**config.mk**
```make
export PLATFORM = sky130hd
export DESIGN_NAME = mid_uart_rx
export DESIGN_NICKNAME = d
export VERILOG_FILES = /design/src/rtl/mrx_pkg.sv /design/src/rtl/mrx_rst_sync.sv /design/src/rtl/mrx_line_sync.sv /design/src/rtl/mrx_bit_timer.sv /design/src/rtl/mrx_frame_fsm.sv /design/src/rtl/mid_uart_rx.sv
export SDC_FILE = /design/constraint.sdc
export NUM_CORES = 1
export LEC_CHECK = 0
export BUFFER_PORTS_ARGS = -buffer_cell sky130_fd_sc_hd__buf_2
export CELL_PAD_IN_SITES_DETAIL_PLACEMENT = 1
export CELL_PAD_IN_SITES_GLOBAL_PLACEMENT = 1
export CORE_ASPECT_RATIO = 0.6
export CORE_UTILIZATION = 30
export CTS_CLUSTER_DIAMETER = 80
export DETAILED_ROUTE_END_ITERATION = 6
export PLACE_DENSITY_LB_ADDON = 0.1
export SLEW_MARGIN = 20
export SYNTH_ARGS = -nofsm -noshare
export SYNTH_HDL_FRONTEND = slang
export SYNTH_SLANG_ARGS = --single-unit
```
**constraint.sdc**
```tcl
create_clock -name clk -period 1.84 [get_ports clk]
set_clock_uncertainty 0.05 [all_clocks]
set_input_delay 0 -clock clk [delete_from_list [all_inputs] [get_ports clk]]
set_output_delay 0 -clock clk [all_outputs]
set_load 0.005 [all_outputs]
```
**src/rtl/mrx_pkg.sv**
```systemverilog
package mrx_pkg;
  typedef enum logic [2:0] {
    ST_IDLE,
    ST_START,
    ST_DATA,
    ST_PAR,
    ST_STOP
  } rx_state_e;
endpackage

```
**src/rtl/mrx_rst_sync.sv**
```systemverilog
module mrx_rst_sync (
  input  logic clk,
  input  logic arst_n,
  output logic rst_n_o
);
  logic [1:0] stg_q;

  always_ff @(posedge clk or negedge arst_n) begin
    if (!arst_n) stg_q <= 2'b00;
    else         stg_q <= {stg_q[0], 1'b1};
  end

  assign rst_n_o = stg_q[1];
endmodule

```
**src/rtl/mrx_line_sync.sv**
```systemverilog
// Brings the serial line into the clock domain and flags a high-to-low step.
module mrx_line_sync #(
  parameter int STAGES = 2
) (
  input  logic clk,
  input  logic rst_n,
  input  logic rx_i,
  output logic line_o,
  output logic fall_o
);
  logic [STAGES-1:0] sh_q;
  logic              prev_q;

  always_ff @(posedge clk or negedge rst_n) begin
    if (!rst_n) begin
      sh_q   <= '1;
      prev_q <= 1'b1;
    end else begin
      sh_q   <= {sh_q[STAGES-2:0], rx_i};
      prev_q <= sh_q[STAGES-1];
    end
  end

  assign line_o = sh_q[STAGES-1];
  assign fall_o = prev_q & ~sh_q[STAGES-1];
endmodule

```
**src/rtl/mrx_bit_timer.sv**
```systemverilog
// Counts receive ticks. A realign request loads the counter so that the
// next strobe arrives half a bit later. After that a strobe comes every OVS ticks.
module mrx_bit_timer #(
  parameter int OVS = 16
) (
  input  logic clk,
  input  logic rst_n,
  input  logic tick_i,
  input  logic realign_i,
  output logic mid_o
);
  localparam int CW = (OVS > 2) ? $clog2(OVS) : 1;
  localparam logic [CW-1:0] LAST = CW'(OVS - 1);
  localparam logic [CW-1:0] LOAD = CW'(OVS - OVS / 2);

  logic [CW-1:0] cnt_q, cnt_d;

  always_comb begin
    cnt_d = cnt_q;
    if (realign_i)   cnt_d = LOAD;
    else if (tick_i) cnt_d = (cnt_q == LAST) ? '0 : cnt_q + 1'b1;
  end

  always_ff @(posedge clk or negedge rst_n) begin
    if (!rst_n) cnt_q <= '0;
    else        cnt_q <= cnt_d;
  end

  assign mid_o = tick_i & ~realign_i & (cnt_q == LAST);
endmodule

```
**src/rtl/mrx_frame_fsm.sv**
```systemverilog
// Frame sequencer: start confirmation, data shift, optional parity, stop test.
module mrx_frame_fsm
  import mrx_pkg::*;
#(
  parameter int DATA_W     = 8,
  parameter bit PARITY_EN  = 1'b0,
  parameter bit PARITY_ODD = 1'b0
) (
  input  logic              clk,
  input  logic              rst_n,
  input  logic              line_i,
  input  logic              fall_i,
  input  logic              mid_i,
  output logic              realign_o,
  output rx_state_e         state_o,
  output logic [DATA_W-1:0] data_o,
  output logic              ready_o,
  output logic              error_o
);
  localparam int BW = (DATA_W > 2) ? $clog2(DATA_W) : 1;
  localparam logic [BW-1:0] LASTBIT = BW'(DATA_W - 1);

  rx_state_e         state_q, state_d;
  logic [BW-1:0]     bit_q, bit_d;
  logic [DATA_W-1:0] sh_q, sh_d;
  logic [DATA_W-1:0] dat_q, dat_d;
  logic              par_q, par_d;
  logic              rdy_q, rdy_d;
  logic              err_q, err_d;
  logic              par_bad;

  assign par_bad = PARITY_EN ? par_q : 1'b0;

  always_comb begin
    state_d   = state_q;
    bit_d     = bit_q;
    sh_d      = sh_q;
    dat_d     = dat_q;
    par_d     = par_q;
    rdy_d     = 1'b0;
    err_d     = 1'b0;
    realign_o = 1'b0;
    case (state_q)
      ST_IDLE: begin
        if (fall_i) begin
          realign_o = 1'b1;
          state_d   = ST_START;
        end
      end
      ST_START: begin
        if (mid_i) begin
          if (!line_i) begin
            state_d = ST_DATA;
            bit_d   = '0;
            par_d   = PARITY_ODD;
          end else begin
            state_d = ST_IDLE;
            err_d   = 1'b1;
          end
        end
      end
      ST_DATA: begin
        if (mid_i) begin
          sh_d  = {line_i, sh_q[DATA_W-1:1]};
          par_d = par_q ^ line_i;
          if (bit_q == LASTBIT) state_d = PARITY_EN ? ST_PAR : ST_STOP;
          else                  bit_d   = bit_q + 1'b1;
        end
      end
      ST_PAR: begin
        if (mid_i) begin
          par_d   = par_q ^ line_i;
          state_d = ST_STOP;
        end
      end
      ST_STOP: begin
        if (mid_i) begin
          state_d = ST_IDLE;
          if (line_i && !par_bad) begin
            rdy_d = 1'b1;
            dat_d = sh_q;
          end else begin
            err_d = 1'b1;
          end
        end
      end
      default: state_d = ST_IDLE;
    endcase
  end

  always_ff @(posedge clk or negedge rst_n) begin
    if (!rst_n) begin
      state_q <= ST_IDLE;
      bit_q   <= '0;
      sh_q    <= '0;
      dat_q   <= '0;
      par_q   <= 1'b0;
      rdy_q   <= 1'b0;
      err_q   <= 1'b0;
    end else begin
      state_q <= state_d;
      bit_q   <= bit_d;
      sh_q    <= sh_d;
      dat_q   <= dat_d;
      par_q   <= par_d;
      rdy_q   <= rdy_d;
      err_q   <= err_d;
    end
  end

  assign state_o = state_q;
  assign data_o  = dat_q;
  assign ready_o = rdy_q;
  assign error_o = err_q;
endmodule

```
**src/rtl/mid_uart_rx.sv**
```systemverilog
module mid_uart_rx
  import mrx_pkg::*;
#(
  parameter int DATA_W     = 8,
  parameter int OVS        = 16,
  parameter bit PARITY_EN  = 1'b0,
  parameter bit PARITY_ODD = 1'b0
) (
  input  logic              clk,
  input  logic              rst_n,
  input  logic              rx_i,
  input  logic              os_tick_i,
  output logic [DATA_W-1:0] rx_data_o,
  output logic              rx_ready_o,
  output logic              rx_error_o
);
  logic      rst_sync_n;
  logic      line_s;
  logic      fall_s;
  logic      mid_stb;
  logic      realign;
  rx_state_e fsm_state;

  mrx_rst_sync i_rst_sync (
    .clk     (clk),
    .arst_n  (rst_n),
    .rst_n_o (rst_sync_n)
  );

  mrx_line_sync #(.STAGES(2)) i_line_sync (
    .clk    (clk),
    .rst_n  (rst_sync_n),
    .rx_i   (rx_i),
    .line_o (line_s),
    .fall_o (fall_s)
  );

  mrx_bit_timer #(.OVS(OVS)) i_bit_timer (
    .clk       (clk),
    .rst_n     (rst_sync_n),
    .tick_i    (os_tick_i),
    .realign_i (realign),
    .mid_o     (mid_stb)
  );

  mrx_frame_fsm #(
    .DATA_W     (DATA_W),
    .PARITY_EN  (PARITY_EN),
    .PARITY_ODD (PARITY_ODD)
  ) i_frame_fsm (
    .clk       (clk),
    .rst_n     (rst_sync_n),
    .line_i    (line_s),
    .fall_i    (fall_s),
    .mid_i     (mid_stb),
    .realign_o (realign),
    .state_o   (fsm_state),
    .data_o    (rx_data_o),
    .ready_o   (rx_ready_o),
    .error_o   (rx_error_o)
  );
endmodule

```
# Yosys cells after proc, flatten, opt, wreduce, memory -nomap -nowiden
# Index checks and enable logic that the tools add are counted.
dict set report totals {
  ff_bits 33
  mem_bits_rw 0
  latchBits 0
  in_bits 4
  mem_count 0
  mem_bits_ro 0
  out_inout_bits 10
}
dict set report op_classes {
  muxes 24
  reduce_logical 7
  n_div 0
  n_eq_ne 14
  n_bitwise 5
  order_cmp 0
  addsub 2
  n_mul 0
  shift 0
}
# operator count
set ops {}
lappend ops {{3-bit 2-to-1 mux} 10}
lappend ops {{3-bit case mux with 5 select lines} 1}
lappend ops {{2-bit != test (second input constant)} 7}
lappend ops {{4-bit 2-to-1 mux} 3}
lappend ops {{1-bit 2-to-1 mux} 7}
lappend ops {{3-bit by 2-bit equality test with 1-bit output (second input constant)} 2}
lappend ops {{3-bit equality test (second input constant)} 2}
lappend ops {{3-bit case mux with 2 select lines} 1}
lappend ops {{6-bit AND reduction} 1}
lappend ops {{5-bit AND reduction} 1}
lappend ops {{4-bit by 1-bit adder with 4-bit output (second input constant)} 1}
lappend ops {{4-bit equality test (second input constant)} 1}
lappend ops {{2-bit nonzero test} 2}
lappend ops {{3-bit by 1-bit adder with 3-bit output (second input constant)} 1}
lappend ops {{1-bit AND} 3}
lappend ops {{3-bit by 1-bit equality test with 1-bit output (second input constant)} 1}
lappend ops {{3-bit zero test} 1}
lappend ops {{3-bit AND reduction} 1}
lappend ops {{2-bit 2-to-1 mux} 1}
lappend ops {{2-bit by 1-bit != test with 1-bit output (second input constant)} 1}
lappend ops {{1-bit NOT} 2}
lappend ops {{1-bit case mux with 2 select lines} 1}
lappend ops {{2-bit AND reduction} 1}

# Logic depth before layout (Yosys ltp)
dict set report depth {
  word_depth 9
  depth_mapped 5
  ltp_nobuf 5
}

# By module
# From an unflattened synthesis, not the netlist that was laid out.
dict set report hier_totals {
  cells_unflattened 100
  area_unflattened_um2 1383.8
}
# module area_per_inst_um2 seq_area_each_um2 cells_each n_inst
set modules_own_cells {}
lappend modules_own_cells {mrx_frame_fsm 1033.5 600.6 72 1}
lappend modules_own_cells {mrx_bit_timer 203.9 100.1 21 1}
lappend modules_own_cells {mrx_line_sync 92.6 78.8 4 1}
lappend modules_own_cells {mrx_rst_sync 53.8 50.0 3 1}

# Worst setup path after synthesis
# No wires, ideal clock.
dict set report synth_path {
  path_type {flip-flop to flip-flop}
  startpoint {register i_frame_fsm.bit_q[0]}
  endpoint {register i_frame_fsm.bit_q[0]}
  setup_slack_ns -0.108
  setup_time_ns 0.125
  path_stages_with_launch 6
  t_arrival_ns 1.772
  t_required_ns 1.665
  n_path_buf 0
  cell_sequence {dfrtp_1 -> ha_1 -> ha_1 -> or3b_1 -> a211oi_4 -> mux2_4}
}
dict set report synth_via {
  elab_chain_cells 4
  elab_cells_between_ends 7
  classes_between {add/sub: 1; eq/ne: 2; mux: 3; reduce/logical: 1}
}
# element line
set synth_rtl {}
lappend synth_rtl {{start: declaration} mrx_frame_fsm.sv:24} ;# logic [BW-1:0] bit_q, bit_d;
lappend synth_rtl {{start signal: assignment} mrx_frame_fsm.sv:102} ;# bit_q <= bit_d;
lappend synth_rtl {{3-bit by 1-bit adder with 3-bit output} mrx_frame_fsm.sv:67} ;# else bit_d = bit_q + 1'b1;
lappend synth_rtl {{3-bit 2-to-1 mux} mrx_frame_fsm.sv:66} ;# if (bit_q == LASTBIT) state_d = PARITY_EN ? ST_PAR : ST_STOP;
lappend synth_rtl {{3-bit 2-to-1 mux} mrx_frame_fsm.sv:63} ;# if (mid_i) begin
lappend synth_rtl {{3-bit case mux with 2 select lines} mrx_frame_fsm.sv:43} ;# case (state_q)
# Several ways; a longest one is shown, not always the timed one. The select of a mux whose other input is x is not followed.
# A chain may end at the register's enable or synchronous reset.

# Worst setup path in the final report
# Ends and elaborated chain as after synthesis.

==> impl_metrics.toml <==
[route]
drcViolationCount = 0
dr.first_iter.drc_count = 30
wire_per_inst_microns = 13.6
vias_per_cell = 4.41
drt_pass1_iterations = 4
num_vias = 864
wirelength_mm = 2.66
ant_nets = 0

[place]
gp_congestion = 0.710
dpl-instance-area_sq_um = 1620
place_hpwl_mm = 1.94
portBuffers = 13

[global_route]
grt-ovfl-total = 0
grt_max_degree = 19
antenna_found_initial = 0
grt_pass1_vias = 822
grtUsageTotal_pct = 12.7
grt_pass1_wl_mm = 4.29

[worst_setup_path]
worstPathMaxFanout = 2
cp_cell_sequence = "ha_2 -> ha_4 -> or3b_4 -> a211oi_4 -> mux2_4"
start_kind = "flip-flop"
path_buf_inv = 0
cp.arrival_ns = 2.00
path_delay_family = "flip-flops"
slowest_delay_ns = 0.39
worstSetupPathType = "flip-flop to flip-flop"
crit_required_ns = 1.96
end_kind = "flip-flop"
critPathSlowestCell = "dfrtp_1"

[cts]
cts_tree = "built"
numCtsBuffers = 5
clk_latency_ns = 0.28
path_clk_slew_ns = 0.07
cts-root-buf = "clkbuf_8"
cts_buffer_depth = 2
h-tree-depth = 2
cts_sinks = 33
post_cts_buffers = 0

[final_layout]
fillers = 451
final_cell_area_sq_um = 1780
regArea_sq_um = 830
layout-drive-gt1-share_pct = 31.6
syn2layout_area_growth_pct = 28.9
final_cell_mix = "dfrtp_1, mux2_1, buf_2"
multiInputGateArea_sq_um = 541
final_core_util_pct = 41.8
final_common_cell = "dfrtp_1"
fin_nets = 142
antenna_cells = 0

[timing]
fmax_mhz = 532
finalSetupViolCount = 3
drv_slew = 0
layout_min_cycle_time_ns = 1.88
relSlewSlack_pct = 59.2
rsz0062_at_grt = "true"
whs_ns = 0.0145
hold_viol = 0
post-route-period-util_pct = 102
worst_pin_slew_ns = 0.612
setup_slack_ns = -0.0382

[floorplan]
core_area_sq_um = 4260
chipHeight_microns = 54.5
die_area_sq_um = 4880
rows = 18
initial_utilization_pct = 32.4
ios = 14
die_x_microns = 89.6

[synthesis]
syn-cell-area_sq_um = 1380
synth.avg_cell_area_sq_um = 13.4
synth_area_leader_cell = "dfrtp_1"
ys_seq_area_share_pct = 60.1
synth_cell_types = 33
syn_nets = 110
synth_edf_count = 0
ys_ff_latch = 33
yosys-top-cells-area = "dfrtp_1, mux2_1, dfstp_2"
synthFlopType = "dfrtp_1"
netlist_instances = 103
synthArstFlopShare_pct = 100
yosys_warnings = 0
synth_top_area_share_pct = 54.4

[run]
maxCapViolCount = 0

[pwr]
p_leak_nw = 0.891
p_per_area_nw_per_um2 = 1160
ir_drop_v = 0.000492
p_total_mw = 2.06

[outcome]
status = "complete, but fails checks"
violations = "setup timing"

[worst_hold_path]
hp-class = "primary input to flip-flop"
==> logic make-up after synthesis <==
group,share of synthesized area (%)
AO/OA/AOI/OAI,4.90
multiplexers,16.3
buffers and inverters,1.99
XOR/XNOR,0.635
flip-flops,60.1
other,0.272
AND/OR/NAND/NOR,13.1
adder cells (fa/ha/maj),2.72
==> worst reg2reg max path, delay by kind of cell (launching register included) <==
kind | cells | cell delay (ns)
flops | 1 | 0.39
simple gates | 1 | 0.38
fa+ha+maj | 2 | 0.37
mux | 1 | 0.32
compound gates | 1 | 0.26
==> layer usage <==
layer  track usage [%]  routed length [microns]  vias up
met1              18.7                     1470      427
met5                 0                        0        -
met4              5.56                       27        0
met2              16.4                     1070       11
li1                  -                        -      421
met3              4.52                       97        5
==> cells in the mapped netlist (all sizes together), types with 2 or more instances <==
master and n:
ha 3, nand3b 2, dfrtp 30, nand2 7, a21oi 4, nand4 2
dfstp 3, nor2 6, o21ai 2, nand3 3, buf 2, or3b 2
mux2i 3, inv 4, mux2 17
==> state kept, by name, indices dropped and copies added, names as in the netlist <==
signal and count:
i_frame_fsm.state_o 3, i_frame_fsm.sh_q 8, i_frame_fsm.bit_q 3, i_line_sync.sh_q 2
i_frame_fsm.error_o 1, i_rst_sync.stg_q 2, i_line_sync.prev_q 1, i_bit_timer.cnt_q 4
i_frame_fsm.data_o 8, i_frame_fsm.ready_o 1
==> repair_timing <==
action | CTS | global route
pin swaps | 2 | 0
endpoints found under the hold margin | 3 | 0
gates resized for setup | 1 | 0
hold buffers | 3 | 0
endpoints found under the setup margin | 3 | 3
==> layout make-up <==
type	count	share of cell area, %
clock buffers	7	4.85
clock inverters	1	1.69
inverters	4	0.844
multi-input cells	64	30.4
flip-flops and latches	33	46.6
well taps	60	4.22
repair buffers	27	11.4
==> final timing paths <==
kind	startpoint	endpoint	slack [ns]	cells after the start
max in group asynchronous	i_rst_sync.stg_q[1]	i_frame_fsm.ready_o	1.03	1
max	i_frame_fsm.bit_q[0]	i_frame_fsm.bit_q[0]	-0.04	5
min	os_tick_i	i_bit_timer.cnt_q[0]	0.01	3
min reg2reg	i_rst_sync.stg_q[1]	i_frame_fsm.state_o[1]	0.20	0
max reg2reg	i_frame_fsm.bit_q[0]	i_frame_fsm.bit_q[0]	-0.04	5
min in group asynchronous	i_rst_sync.stg_q[1]	i_frame_fsm.state_o[1]	0.20	0
==> where the power goes <==
| group | leakage [nW] | switching (mW) | internal, mW | total [mW] |
|---|---|---|---|---|
| combinational | 0.406 | 0.192 | 0.216 | 0.409 |
| clock | 0.0585 | 0.264 | 0.442 | 0.706 |
| sequential | 0.427 | 0.126 | 0.824 | 0.950 |
| total | 0.891 | 0.583 | 1.48 | 2.06 |
==> metrics by stage <==
stage               setup TNS [ns]  std cells  worst slack (ns)
detailed placement          -0.137        185           -0.0600
global route                -0.243        196           -0.0840
finish                     -0.0681        196           -0.0382
global placement           -0.0179        185           -0.0179
floorplan                  -0.0389        103           -0.0389
CTS                        -0.0664        196           -0.0304
No activity file was read; power rests on OpenSTA's default activity.
